==> src/rtl/addcmp_pkg.sv <==
package addcmp_pkg;
  localparam int DATA_W = 32;
  localparam int IMM_W  = 16;
  localparam int BYTE_W = 8;
  localparam int OP_W   = 4;

  typedef enum logic [OP_W-1:0] {
    OP_ADD   = 4'h0,
    OP_ADDW  = 4'h1,
    OP_SUB   = 4'h2,
    OP_SUBW  = 4'h3,
    OP_ADDI  = 4'h4,
    OP_ADDIW = 4'h5,
    OP_SLT   = 4'h6,
    OP_SLTU  = 4'h7,
    OP_SLTI  = 4'h8,
    OP_SLTIU = 4'h9,
    OP_LDB   = 4'hA,
    OP_LDBU  = 4'hB
  } op_e;

  typedef enum logic [2:0] {
    K_NONE,
    K_ARITH,
    K_LT_S,
    K_LT_U,
    K_BYTE_S,
    K_BYTE_U
  } kind_e;

  typedef struct packed {
    kind_e kind;
    logic  use_imm;
    logic  do_sub;
    logic  trap;
  } ctrl_t;

  function automatic ctrl_t decode_op(input logic [OP_W-1:0] code);
    ctrl_t c;
    c = '{kind: K_NONE, use_imm: 1'b0, do_sub: 1'b0, trap: 1'b0};
    case (code)
      OP_ADD:   c = '{kind: K_ARITH,  use_imm: 1'b0, do_sub: 1'b0, trap: 1'b1};
      OP_ADDW:  c = '{kind: K_ARITH,  use_imm: 1'b0, do_sub: 1'b0, trap: 1'b0};
      OP_SUB:   c = '{kind: K_ARITH,  use_imm: 1'b0, do_sub: 1'b1, trap: 1'b1};
      OP_SUBW:  c = '{kind: K_ARITH,  use_imm: 1'b0, do_sub: 1'b1, trap: 1'b0};
      OP_ADDI:  c = '{kind: K_ARITH,  use_imm: 1'b1, do_sub: 1'b0, trap: 1'b1};
      OP_ADDIW: c = '{kind: K_ARITH,  use_imm: 1'b1, do_sub: 1'b0, trap: 1'b0};
      OP_SLT:   c = '{kind: K_LT_S,   use_imm: 1'b0, do_sub: 1'b1, trap: 1'b0};
      OP_SLTU:  c = '{kind: K_LT_U,   use_imm: 1'b0, do_sub: 1'b1, trap: 1'b0};
      OP_SLTI:  c = '{kind: K_LT_S,   use_imm: 1'b1, do_sub: 1'b1, trap: 1'b0};
      OP_SLTIU: c = '{kind: K_LT_U,   use_imm: 1'b1, do_sub: 1'b1, trap: 1'b0};
      OP_LDB:   c = '{kind: K_BYTE_S, use_imm: 1'b0, do_sub: 1'b0, trap: 1'b0};
      OP_LDBU:  c = '{kind: K_BYTE_U, use_imm: 1'b0, do_sub: 1'b0, trap: 1'b0};
      default:  c = '{kind: K_NONE,   use_imm: 1'b0, do_sub: 1'b0, trap: 1'b0};
    endcase
    return c;
  endfunction
endpackage

==> src/rtl/addcmp_opnd_sel.sv <==
module addcmp_opnd_sel #(
  parameter int DW = 32,
  parameter int IW = 16
) (
  input  logic [DW-1:0] reg_b,
  input  logic [IW-1:0] imm,
  input  logic          use_imm,
  output logic [DW-1:0] opnd
);
  localparam int EXT_W = DW - IW;
  logic [DW-1:0] imm_ext;

  assign imm_ext = {{EXT_W{imm[IW-1]}}, imm};
  assign opnd    = use_imm ? imm_ext : reg_b;
endmodule

==> src/rtl/addcmp_adder.sv <==
module addcmp_adder #(
  parameter int DW = 32
) (
  input  logic [DW-1:0] a,
  input  logic [DW-1:0] b,
  input  logic          sub,
  output logic [DW-1:0] sum,
  output logic          ovf,
  output logic          lt_s,
  output logic          lt_u
);
  logic [DW-1:0] b_eff;
  logic [DW:0]   full;
  logic          cout;

  assign b_eff = b ^ {DW{sub}};
  assign full  = {1'b0, a} + {1'b0, b_eff} + {{DW{1'b0}}, sub};
  assign sum   = full[DW-1:0];
  assign cout  = full[DW];
  assign ovf   = (a[DW-1] == b_eff[DW-1]) && (sum[DW-1] != a[DW-1]);
  assign lt_s  = sum[DW-1] ^ ovf;
  assign lt_u  = ~cout;
endmodule

==> src/rtl/addcmp_byte_ext.sv <==
module addcmp_byte_ext #(
  parameter int DW = 32,
  parameter int BW = 8
) (
  input  logic [BW-1:0] byte_in,
  input  logic          sign_mode,
  output logic [DW-1:0] word
);
  localparam int FILL_W = DW - BW;
  logic fill_bit;

  assign fill_bit = sign_mode & byte_in[BW-1];
  assign word     = {{FILL_W{fill_bit}}, byte_in};
endmodule

==> src/rtl/int_addcmp_unit.sv <==
module int_addcmp_unit
  import addcmp_pkg::*;
#(
  parameter int DW = DATA_W,
  parameter int IW = IMM_W,
  parameter int BW = BYTE_W
) (
  input  logic            clk,
  input  logic            rst,
  input  logic [OP_W-1:0] op_sel,
  input  logic [DW-1:0]   opa,
  input  logic [DW-1:0]   opb,
  input  logic [IW-1:0]   imm,
  output logic [DW-1:0]   res_o,
  output logic            ovf_o,
  output logic            exc_o
);
  ctrl_t         ctl;
  logic [DW-1:0] opnd_b;
  logic [DW-1:0] sum;
  logic          add_ovf;
  logic          lt_s;
  logic          lt_u;
  logic [DW-1:0] byte_word;
  logic [DW-1:0] res_d;
  logic          ovf_d;
  logic          exc_d;

  assign ctl = decode_op(op_sel);

  addcmp_opnd_sel #(.DW(DW), .IW(IW)) u_sel (
    .reg_b(opb), .imm(imm), .use_imm(ctl.use_imm), .opnd(opnd_b)
  );

  addcmp_adder #(.DW(DW)) u_add (
    .a(opa), .b(opnd_b), .sub(ctl.do_sub), .sum(sum),
    .ovf(add_ovf), .lt_s(lt_s), .lt_u(lt_u)
  );

  addcmp_byte_ext #(.DW(DW), .BW(BW)) u_bext (
    .byte_in(opa[BW-1:0]), .sign_mode(ctl.kind == K_BYTE_S), .word(byte_word)
  );

  always_comb begin
    res_d = '0;
    ovf_d = 1'b0;
    exc_d = 1'b0;
    case (ctl.kind)
      K_ARITH: begin
        res_d = sum;
        ovf_d = add_ovf;
        exc_d = add_ovf & ctl.trap;
      end
      K_LT_S:   res_d = {{(DW-1){1'b0}}, lt_s};
      K_LT_U:   res_d = {{(DW-1){1'b0}}, lt_u};
      K_BYTE_S,
      K_BYTE_U: res_d = byte_word;
      default:  res_d = '0;
    endcase
  end

  always_ff @(posedge clk) begin
    if (rst) begin
      res_o <= '0;
      ovf_o <= 1'b0;
      exc_o <= 1'b0;
    end else begin
      res_o <= res_d;
      ovf_o <= ovf_d;
      exc_o <= exc_d;
    end
  end
endmodule

==> config.mk <==
export PLATFORM = sky130hd
export DESIGN_NAME = int_addcmp_unit
export DESIGN_NICKNAME = d
export VERILOG_FILES = /design/src/rtl/addcmp_pkg.sv /design/src/rtl/addcmp_opnd_sel.sv /design/src/rtl/addcmp_adder.sv /design/src/rtl/addcmp_byte_ext.sv /design/src/rtl/int_addcmp_unit.sv
export SDC_FILE = /design/constraint.sdc
export NUM_CORES = 1
export LEC_CHECK = 0
export ABC_AREA = 0
export ABC_CLOCK_PERIOD_IN_PS = 3300
export BUFFER_PORTS_ARGS = -buffer_cell sky130_fd_sc_hd__buf_2
export CAP_MARGIN = 25
export CORE_MARGIN = 2
export CORE_UTILIZATION = 40
export CTS_BUF_LIST = sky130_fd_sc_hd__clkbuf_2
export DETAILED_ROUTE_END_ITERATION = 10
export PLACE_DENSITY_LB_ADDON = 0.05
export SYNTH_ARGS = -nofsm -noshare
export SYNTH_HDL_FRONTEND = slang
export SYNTH_SLANG_ARGS = --single-unit
==> constraint.sdc <==
create_clock -name clk -period 3.3 [get_ports clk]
set_input_delay 0.165 -clock clk [delete_from_list [all_inputs] [get_ports clk]]
set_output_delay 0.165 -clock clk [all_outputs]
set_load 0.01 [all_outputs]
## Word-level counts from Yosys, hierarchy flattened

Memories as Yosys holds them, arrays and structs flattened.
Cells that the tools add are included.
W data, S select, Z words.

- Add/subtract/negate cells: 2
- Multipliers: 0
- Div/mod/pow operators: 0
- Order comparisons: 0
- Equality and inequality tests: 7
- Shifts and indexed selects: 0
- Multiplexer cells: 2
- Bitwise gates (word level): 6
- Reduce and logical (&&, ||, !) cells: 3

Operator list:

| operator | number |
|---|---|
| $pmux W32 S4 | 1 |
| $add A32 B32 Y33 | 1 |
| $add A33 B1 Y33 | 1 |
| $mux W32 | 1 |
| $xor A32 B32 Y32 | 1 |
| $eq A3 B2 Y1 const B | 2 |
| $eq A3 B3 Y1 const B | 2 |
| $reduce_or A2 Y1 | 2 |
| $eq A3 B1 Y1 const B | 1 |
| $and A1 B1 Y1 | 2 |
| $not A1 Y1 | 2 |
| $eq A1 B1 Y1 | 1 |
| $logic_and A1 B1 Y1 | 1 |
| $ne A1 B1 Y1 | 1 |
| $xor A1 B1 Y1 | 1 |

- Flip-flop bits (word level): 34
- Latch bits: 0
- RAM bits: 0
- ROM bits: 96
- Bits of input ports: 86
- Output and inout bits: 34
- Logic and storage cells: 24
- Memories: 1

Memory list:

| name | words | width | read ports | clocked after Yosys merged registers in | wr ports | line | source |
|---|---|---|---|---|---|---|---|
| (no name shown) | 16 | 6 | 1 | 0 | 0 | addcmp_pkg.sv:41 | `case (code)` |

## Longest topological paths before layout

Gate-level depths: netlist (run 1).
An unclocked memory read counts as a cell.

- Word-level depth: 9
- Depth in mapped cells: 18
- Depth with buffers taken out: 15

## By module

From an unflattened synthesis (run 1), not the netlist that was laid out.

- Cell total of the unflattened synthesis: 494
- Area, all modules: 4,385.5 um^2

Modules (own cells, without submodules):

| module | instances | cells an instance | area an instance (um^2) | seq. area each (um^2) |
|---|---|---|---|---|
| addcmp_adder | 1 | 302 | 2,128.3 | 0.0 |
| int_addcmp_unit | 1 | 122 | 1,461.4 | 680.7 |
| addcmp_opnd_sel | 1 | 37 | 549.3 | 0.0 |
| addcmp_byte_ext | 1 | 33 | 246.5 | 0.0 |

## Worst setup path after synthesis (run 1)

No wires, ideal clock.

- Path kind: input to register
- From: in op_sel[3]
- To: reg res_o[0]
- Setup time: 0.134 ns
- Data arrival time: 3.447 ns
- Data required time: 3.166 ns
- Slack: -0.281 ns
- Stages on the path: 15
- Cell sequence: clkbuf_1 xor2_1 nand2_1 buf_1 mux2i_1 xor2_1 ha_1 nand2b_1 a21oi_1 o21ai_1 a21oi_1 o211ai_1 a221oi_1 nor3_1 or4_1

- Longest elaborated chain between the ends: 9
- Elaborated cells on any way between the ends: 17

RTL lines:

| item | line | source |
|---|---|---|
| from (decl) | int_addcmp_unit.sv:10 | `input logic [OP_W-1:0] op_sel,` |
| $mem_v2 Z16 W6 * | -- |  |
| $mux W32 | addcmp_opnd_sel.sv:14 | `assign opnd = use_imm ? imm_ext : reg_b;` |
| $xor A32 B32 Y32 | addcmp_adder.sv:16 | `assign b_eff = b ^ {DW{sub}};` |
| $add A32 B32 Y33 | addcmp_adder.sv:17 | `assign full = {1'b0, a} + {1'b0, b_eff} + {{DW{1'b0}}, sub};` |
| $add A33 B1 Y33 | addcmp_adder.sv:17 |  |
| $ne A1 B1 Y1 | addcmp_adder.sv:20 | `assign ovf = (a[DW-1] == b_eff[DW-1]) && (sum[DW-1] != a[DW-1]);` |
| $logic_and A1 B1 Y1 | addcmp_adder.sv:20 |  |
| $xor A1 B1 Y1 | addcmp_adder.sv:21 | `assign lt_s = sum[DW-1] ^ ovf;` |
| $pmux W32 S4 * | int_addcmp_unit.sv:48 | `case (ctl.kind)` |
| to (signal assigned) | int_addcmp_unit.sv:68 | `res_o <= res_d;` |
| to (decl) | int_addcmp_unit.sv:14 | `output logic [DW-1:0] res_o,` |

Mark *: on every way between the ends. The rest lies on a longest branch, timed or not.
A chain may end at the register's enable or synchronous reset.

## Worst setup path after layout (run 1)

- From: in op_sel[3]
- To: reg res_o[31]

- Longest elaborated chain between the ends: 6
- Elaborated cells on any way between the ends: 13

RTL lines:

| item | line |
|---|---|
| $mem_v2 Z16 W6 * | -- |
| $mux W32 | addcmp_opnd_sel.sv:14 |
| $xor A32 B32 Y32 | addcmp_adder.sv:16 |
| $add A32 B32 Y33 | addcmp_adder.sv:17 |
| $add A33 B1 Y33 | addcmp_adder.sv:17 |
| $pmux W32 S4 * | int_addcmp_unit.sv:48 |

Marks and branches as above.

==> results.toml, run 1 <==
[logic_synthesis]
synth_edf_count = 0
netlist_area_um2 = 3400
synth_area_per_cell_um2 = 7.82
ys.flop_type = "dfxtp_1"
yosys_register_bits = 34
ys_warn_count = 0
async_flop_share_pct = 0
ys_types = 56
yosysSeqAreaShare_pct = 20.0
syn-num-nets = 553
synthesis.instances = 435

[sta]
period_share_pct = 92.0
hold_violations = 0
slew_headroom_pct = 49.2
fin_crit_ns = 3.04
setup_tns_ns = 0
finalWorstSetupSlack_ns = 0.263
fmax_mhz = 329
rsz0062_at_grt = "no"
tightest_slew_ns = 0.759
final-setup-viol-count = 0
slew_viol_final = 0

[clock_network]
ctsResizeCount = 0
tritoncts = "done"
htreeDepth = 2
clock-root-buffer = "clkbuf_2"
cts_made_buffers = 5
path_clk_slew_ns = 0.19
cts_max_path_buffers = 2
cts_sinks = 34

[finish]
final_cell_area_um2 = 4840
syn2layout_area_growth_pct = 42.2
fin_util_pct = 58.9
multi_input_area_um2 = 2590
register_area_um2 = 681
diodes = 0
drive_gt1_share_pct = 36.6
fillers = 785
fin_nets = 749

[worst_setup_path]
cp_cell_sequence = "buf_2, xor2_1, nand2_1, buf_4, buf_4, a21oi_1, xor2_1, ha_1, a21o_1, a21o_1, a21oi_1, o21ai_0, a21o_1, a211oi_1, o21ai_2, buf_4, xnor2_1, o21ai_1"
critPathKind = "input port to flip-flop"
crit_family = "compound AO/OA/AOI/OAI gates"
cp_max_fo = 13
cp.required_ns = 3.56
slowest_stage = "a211oi_1"
worstSetupEndpointType = "flip-flop"
worstPathArrival_ns = 3.30
cpPeakStageDelay_ns = 0.29
startpoint_type = "input port"
path_buf_inv = 4

[drt]
postRouteAntennaNets = 0
drcViolationCount = 0
drt_iter0_drc = 160
avgViaCountPerCell = 5.14
vias = 3788
first_pass_iters = 4
post_drt_wl_per_cell_um = 14.3
wl_um = 10500

[global_route]
grt_pass1_vias = 3650
antenna_found_initial = 0
overflow = 0
grt_use_total_pct = 23.0
grt_start_max_net_pins = 23
grt_first_pass_wirelength_um = 16800

[floorplanning]
core_um2 = 8220
start_util_pct = 41.4
fp-row-count = 33
dieArea_um2 = 9260
die_height_um = 96.2
die_x_um = 96.2
io_pins = 120

[placed_design]
port_buffers = 119
gp_congestion = 0.881
dpl.hpwl_um = 8620
dp_worst_setup_slack_ns = -0.188
dpl-instance-area_um2 = 4760

[pwr]
p_leak_nw = 2.48
switching_share_pct = 40.8
p_per_area_nw_per_um2 = 442
switching_power_mw = 0.872
ir_worst_vdd_mv = 0.162
p_int_mw = 1.27
pwr-share-clk_pct = 13.6
pwr-share-seq_pct = 21.5
comb_power_share_pct = 64.9

[run]
cap_violations = 0

[outcome]
outcome = "finished, final reports clean"

[hold_path]
hold_class = "input port to flip-flop"
-- per-layer routing --
layer,up-vias,wire [um],track usage [%]
met2,109,5050,38.7
met5,-,0,0
met3,8,558,3.05
met1,1706,4790,30.5
met4,0,129,6.43
li1,1965,-,-
-- sequential cells by signal (all words and copies together) (netlist names) --
name and cells:
res_o 32, exc_o 1, ovf_o 1
-- metrics by stage --
stage	std cells	power (mW)	hold slack, ns
floorplan	435	1.30	0.244
global placement	728	1.84	0.405
detailed placement	728	1.85	0.413
CTS	737	2.15	0.00313
global route	737	2.31	0.0415
finish	737	2.14	0.0160
-- cell families after synthesis --
kind of cell | synth area share [%]
compound gates | 29.1
xor+xnor | 16.2
fa+ha+maj | 12.0
buf+inv | 3.97
flops | 20.0
mux | 4.45
simple gates | 14.2
-- Yosys cell counts (2+ instances only) --
| cell type | number | share of area [%] |
|---|---|---|
| nand3_1 | 9 | 1.3 |
| nand2b_1 | 5 | 0.92 |
| mux2i_1 | 14 | 4.1 |
| nand4_1 | 5 | 0.92 |
| a21oi_1 | 58 | 8.5 |
| o21ai_0 | 32 | 4.7 |
| o21bai_1 | 2 | 0.44 |
| inv_1 | 12 | 1.3 |
| o21ai_1 | 11 | 1.6 |
| clkbuf_1 | 18 | 2.0 |
| a221oi_1 | 2 | 0.51 |
| nor2b_1 | 4 | 0.74 |
| dfxtp_1 | 34 | 20 |
| xnor2_1 | 17 | 4.4 |
| buf_1 | 3 | 0.33 |
| o211ai_1 | 3 | 0.66 |
| a22oi_1 | 5 | 1.1 |
| xor2_1 | 46 | 12 |
| nand2_1 | 26 | 2.9 |
| nor3_1 | 10 | 1.5 |
| ha_1 | 31 | 11 |
| a21o_1 | 15 | 3.3 |
| and3_1 | 5 | 0.92 |
| a31oi_1 | 4 | 0.74 |
| o21a_1 | 3 | 0.66 |
| o22ai_1 | 2 | 0.37 |
| a211oi_1 | 3 | 0.66 |
| nor2_1 | 27 | 3.0 |
| nor4_1 | 2 | 0.37 |
-- repair_timing --
action                                  in CTS  in global routing
hold buffers                                 1                  0
buffers inserted                             0                  0
hold endpoints to repair                     1                  0
endpoints found under the setup margin       0                  0
-- final timing paths --
kind / to / cells after the start / from / slack, ns
max: res_o[31] / 18 / op_sel[3] / 0.26
min: res_o[2] / 3 / opa[2] / 0.02
-- layout by cell type (no fill, tap or decap), drive strengths merged, types with 5 or more instances in the layout --
| cell | n |
|---|---|
| buf | 210 |
| a22oi | 5 |
| nand2 | 26 |
| ha | 31 |
| nand3 | 9 |
| and3 | 5 |
| clkbuf | 5 |
| a21oi | 58 |
| inv | 12 |
| dfxtp | 34 |
| a31oi | 5 |
| xor2 | 46 |
| a21o | 16 |
| nor3 | 10 |
| xnor2 | 17 |
| nand4 | 5 |
| nand2b | 5 |
| nor2 | 28 |
| mux2i | 14 |
| o21ai | 45 |
-- power by group through the flow --
stage,Combinational (mW),Sequential [mW],Clock (mW)
2_1_floorplan,0.804,0.493,0
3_3_place_gp,1.37,0.470,0
3_5_place_dp,1.38,0.470,0
4_1_cts,1.39,0.461,0.298
5_1_grt,1.53,0.466,0.316
6_report,1.39,0.460,0.291
-- area by class of cell --
cell class                      instances  area share [%]
Clock buffer                            5           0.517
Clock inverter                          3           0.828
Inverter                               12           0.931
Multi-Input combinational cell        367            53.5
Sequential cell                        34            14.1
Tap cell                              105            2.72
Timing Repair Buffer                  211            27.4
(Power assumes the default switching activity.)
==> inputs of run 2 (changes only) <==
RECOVER_POWER = 100   (was unset)
==> results.toml, run 2 (synthesis results as in run 1) <==
[sta]
tightest_slew_ns = 0.749
finalWorstSetupSlack_ns = 0.213
slew_viol_final = 0
final-setup-viol-count = 0
setup_tns_ns = 0
fmax_mhz = 324
fin_crit_ns = 3.09
period_share_pct = 93.5
hold_slack_ns = 0.0179
slew_headroom_pct = 50.0
hold_violations = 0
rsz0062_at_grt = "no"

[drt]
wl_met2_um = 5100
wl_um = 10600
drt_iter0_drc = 124
top_layer = "met4"
wl_met1_um = 4820
wl_met3_um = 559
first_pass_iters = 4
avgViaCountPerCell = 5.16
post_drt_wl_per_cell_um = 14.4
drcViolationCount = 0
postRouteAntennaNets = 0
vias = 3801

[worst_setup_path]
cp_max_fo = 3
cp.required_ns = 3.63
startpoint_type = "input port"
worstSetupEndpointType = "flip-flop"
worstPathArrival_ns = 3.42
critPathKind = "input port to flip-flop"

[finish]
fin_nets = 749
regMostFlops = "res_o"
mostFrequentLayoutCell = "buf_2"
syn2layout_area_growth_pct = 39.6
reg.largest.list = "res_o: 32 flops, exc_o: 1 flops, ovf_o: 1 flops"
final_cell_mix = "84 x buf_2, 82 x buf_4, 58 x a21oi_1"
diodes = 0
largest_reg_flops = 32
drive_gt1_share_pct = 29.7

[clock_network]
ctsResizeCount = 0
cts_made_buffers = 5
tritoncts = "done"
htreeDepth = 2
cts_max_path_buffers = 2
clock-root-buffer = "clkbuf_2"
cts_sinks = 34
path_clk_slew_ns = 0.24

[floorplanning]
io_pins = 120
dieArea_um2 = 9260
start_util_pct = 41.4
die_height_um = 96.2
core_um2 = 8220
fp-row-count = 33
die_x_um = 96.2

[global_route]
antenna_found_initial = 0
grt_use_total_pct = 23.0
grt_start_max_net_pins = 23
grt_first_pass_wirelength_um = 16800
grt_pass1_vias = 3650
overflow = 0

[pwr]
p_per_area_nw_per_um2 = 442
ir_worst_vdd_mv = 0.162
p_leak_nw = 2.31

[outcome]
outcome = "finished, final reports clean"

[placed_design]
dpl.hpwl_um = 8620
port_buffers = 119
dp_worst_setup_slack_ns = -0.188
gp_congestion = 0.881

[hold_path]
hold_class = "input port to flip-flop"

[run]
cap_violations = 0
[run 2: metrics by stage]
step	utilization (%)	cell area [um2]	std cells	total power [mW]
global placement	58.0	4760	728	1.84
detailed placement	58.0	4760	728	1.85
CTS	58.9	4840	737	2.15
floorplan	-	3410	435	1.30
finish	57.8	4750	737	2.10
global route	57.8	4750	737	2.27
[run 2: per-layer routing]
metal | GRT usage, % | vias up
met5 | 0 | -
li1 | - | 1969
met2 | 38.7 | 109
met1 | 30.5 | 1712
met3 | 3.05 | 11
met4 | 6.43 | 0
[run 2: layout make-up]
cell class,count,area (um2)
fillers,813,3470
repair buffers,211,1270
inverters,12,45.0
clock inverters,3,40.0
multi-input cells,367,2550
clock buffers,5,25.0
flip-flops and latches,34,681
well taps,105,131
[run 2: worst paths after layout]
check / from / to / slack, ns / depth (start not counted)
setup / recovery: op_sel[3] / res_o[0] / 0.21 / 15
hold / removal: opa[2] / res_o[2] / 0.02 / 3
[run 2: worst max-delay path: stages]
cell and delay, ns:
clkbuf_1 0.11, buf_4 0.13, nand2b_1 0.08, mux2_2 0.32, xor2_1 0.21, inv_1 0.08, fa_1 0.40, nand2b_1 0.19
a21oi_1 0.16, o21ai_0 0.13, a21oi_1 0.26, o211ai_1 0.16, a221oi_1 0.43, nor3_1 0.09, or4_1 0.50
[run 2: what timing repair did]
item                                   4_1_cts  5_1_grt
endpoints found under the hold margin        1        0
setup endpoints to repair                    0        0
hold buffers                                 1        0
buffers inserted                             0        0
[run 2: power breakdown]
group | switching [mW] | internal [mW] | total, mW
Combinational | 0.688 | 0.661 | 1.35
Sequential | 0.0103 | 0.452 | 0.462
Clock | 0.163 | 0.126 | 0.289
Total | 0.862 | 1.24 | 2.10
==> inputs of run 3 (changes only) <==
--- a/config.mk
+++ b/config.mk
@@ -13,4 +13,5 @@
 export CORE_UTILIZATION = 40
 export CTS_BUF_LIST = sky130_fd_sc_hd__clkbuf_2
+export CTS_CLUSTER_SIZE = 20
 export DETAILED_ROUTE_END_ITERATION = 10
 export PLACE_DENSITY_LB_ADDON = 0.05
==> constraint.sdc (replaced) <==
create_clock -name clk -period 3.3 [get_ports clk]
set_input_delay 0.495 -clock clk [delete_from_list [all_inputs] [get_ports clk]]
set_output_delay 0.495 -clock clk [all_outputs]
set_load 0.01 [all_outputs]
==> results.toml, run 3 (synthesis results as in run 1) <==
[sta]
slew_headroom_pct = 48.9
slew_viol_final = 0
tightest_slew_ns = 0.765
hold_violations = 0
fmax_mhz = 315
finalWorstSetupSlack_ns = 0.128
fin_crit_ns = 3.17
period_share_pct = 96.1
rsz0062_at_grt = "yes"
final-setup-viol-count = 0

[clock_network]
htreeDepth = 2
cts_made_buffers = 5
clock-root-buffer = "clkbuf_2"
cts_max_path_buffers = 2
cts_sinks = 34
cts_hold_buf = 0
path_clk_slew_ns = 0.20
tritoncts = "done"

[finish]
syn2layout_area_growth_pct = 45.5
stdcell_count = 749
fin_nets = 762
drive_gt1_share_pct = 35.1
largest_reg_flops = 32
reg.largest.list = "res_o: 32 flops, exc_o: 1 flops, ovf_o: 1 flops"
mostFrequentLayoutCell = "buf_4"
diodes = 0
regMostFlops = "res_o"
final_cell_mix = "102 x buf_4, 85 x buf_2, 52 x a21oi_1"

[global_route]
grt_start_max_net_pins = 22
overflow = 0
grt_first_pass_wirelength_um = 16800
grt_pass1_vias = 3659
antenna_found_initial = 0
grt_use_total_pct = 22.8

[pwr]
p_leak_nw = 2.41
switching_share_pct = 42.3
p_per_area_nw_per_um2 = 422
switching_power_mw = 0.885
ir_worst_vdd_mv = 0.165
comb_power_share_pct = 68.4
p_int_mw = 1.21
pwr-share-clk_pct = 9.5
pwr-share-seq_pct = 22.0

[worst_setup_path]
critPathKind = "input port to flip-flop"
path_buf_inv = 4
startpoint_type = "input port"
cp_cell_sequence = "buf_2, buf_4, nand2b_4, mux2_4, buf_4, xor2_1, ha_1, buf_4, o21ai_0, nor2_1, o41a_1, a221oi_2, o21ai_0, o21ai_0, o41ai_2, xnor2_1, o21ai_1"
cp_max_fo = 12
path_depth = 17
worstPathArrival_ns = 3.45
cp.required_ns = 3.58
cpPeakStageDelay_ns = 0.38
slowest_stage = "o41a_1"
crit_family = "compound AO/OA/AOI/OAI gates"
worstSetupEndpointType = "flip-flop"

[outcome]
outcome = "finished, final reports clean"

[drt]
first_pass_iters = 4
wl_um = 10400
drcViolationCount = 0
drt_iter0_drc = 142
vias = 3901
avgViaCountPerCell = 5.21
post_drt_wl_per_cell_um = 13.9
postRouteAntennaNets = 0

[floorplanning]
core_um2 = 8220
fp-row-count = 33
die_x_um = 96.2
dieArea_um2 = 9260
start_util_pct = 41.4
die_height_um = 96.2
io_pins = 120

[run]
cap_violations = 0

[hold_path]
hold_class = "input port to flip-flop"
hold_depth = 2

[placed_design]
gp_congestion = 0.876
dpl.hpwl_um = 8590
dp_worst_setup_slack_ns = -0.346
port_buffers = 119
dp_cells = 739
-- run 3: layout make-up --
cell class              count  area (um2)
repair buffers            224        1380
inverters                  12        45.0
clock buffers               5        25.0
multi-input cells         367        2680
fillers                   789        3270
clock inverters             2        10.0
well taps                 105         131
flip-flops and latches     34         681
-- run 3: what timing repair did --
item / 4_1_cts / 5_1_grt
setup endpoints to repair: 0 / 13
setup buffers: 0 / 3
resized for setup: 0 / 8
-- run 3: stage by stage --
| step | power [mW] | utilization [%] | hold slack (ns) | setup TNS (ns) | cell area (um2) |
|---|---|---|---|---|---|
| finish | 2.09 | 60.3 | 0.297 | 0 | 4950 |
| detailed placement | 1.88 | 59.7 | 0.729 | -4.42 | 4910 |
| global route | 2.27 | 60.3 | 0.283 | -0.161 | 4950 |
| floorplan | 1.34 | - | 0.574 | -0.0423 | 3560 |
| CTS | 2.08 | 60.1 | 0.283 | 0 | 4940 |
| global placement | 1.88 | 59.7 | 0.725 | -3.79 | 4910 |
-- run 3: final timing paths --
path | startpoint | slack, ns | endpoint
max | op_sel[3] | 0.13 | res_o[29]
min | op_sel[0] | 0.30 | exc_o
-- run 3: power by group through the flow --
stage / sequential, mW / combinational, mW / clock, mW
finish: 0.461 / 1.43 / 0.199
global route: 0.467 / 1.58 / 0.221
CTS: 0.461 / 1.42 / 0.205
detailed placement: 0.469 / 1.41 / 0
global placement: 0.469 / 1.41 / 0
floorplan: 0.493 / 0.850 / 0
-- run 3: metal layers --
layer	wire [um]	GRT usage (%)
met5	0	0
met4	105	6.43
met3	595	4.15
met2	4990	38.1
met1	4750	29.9
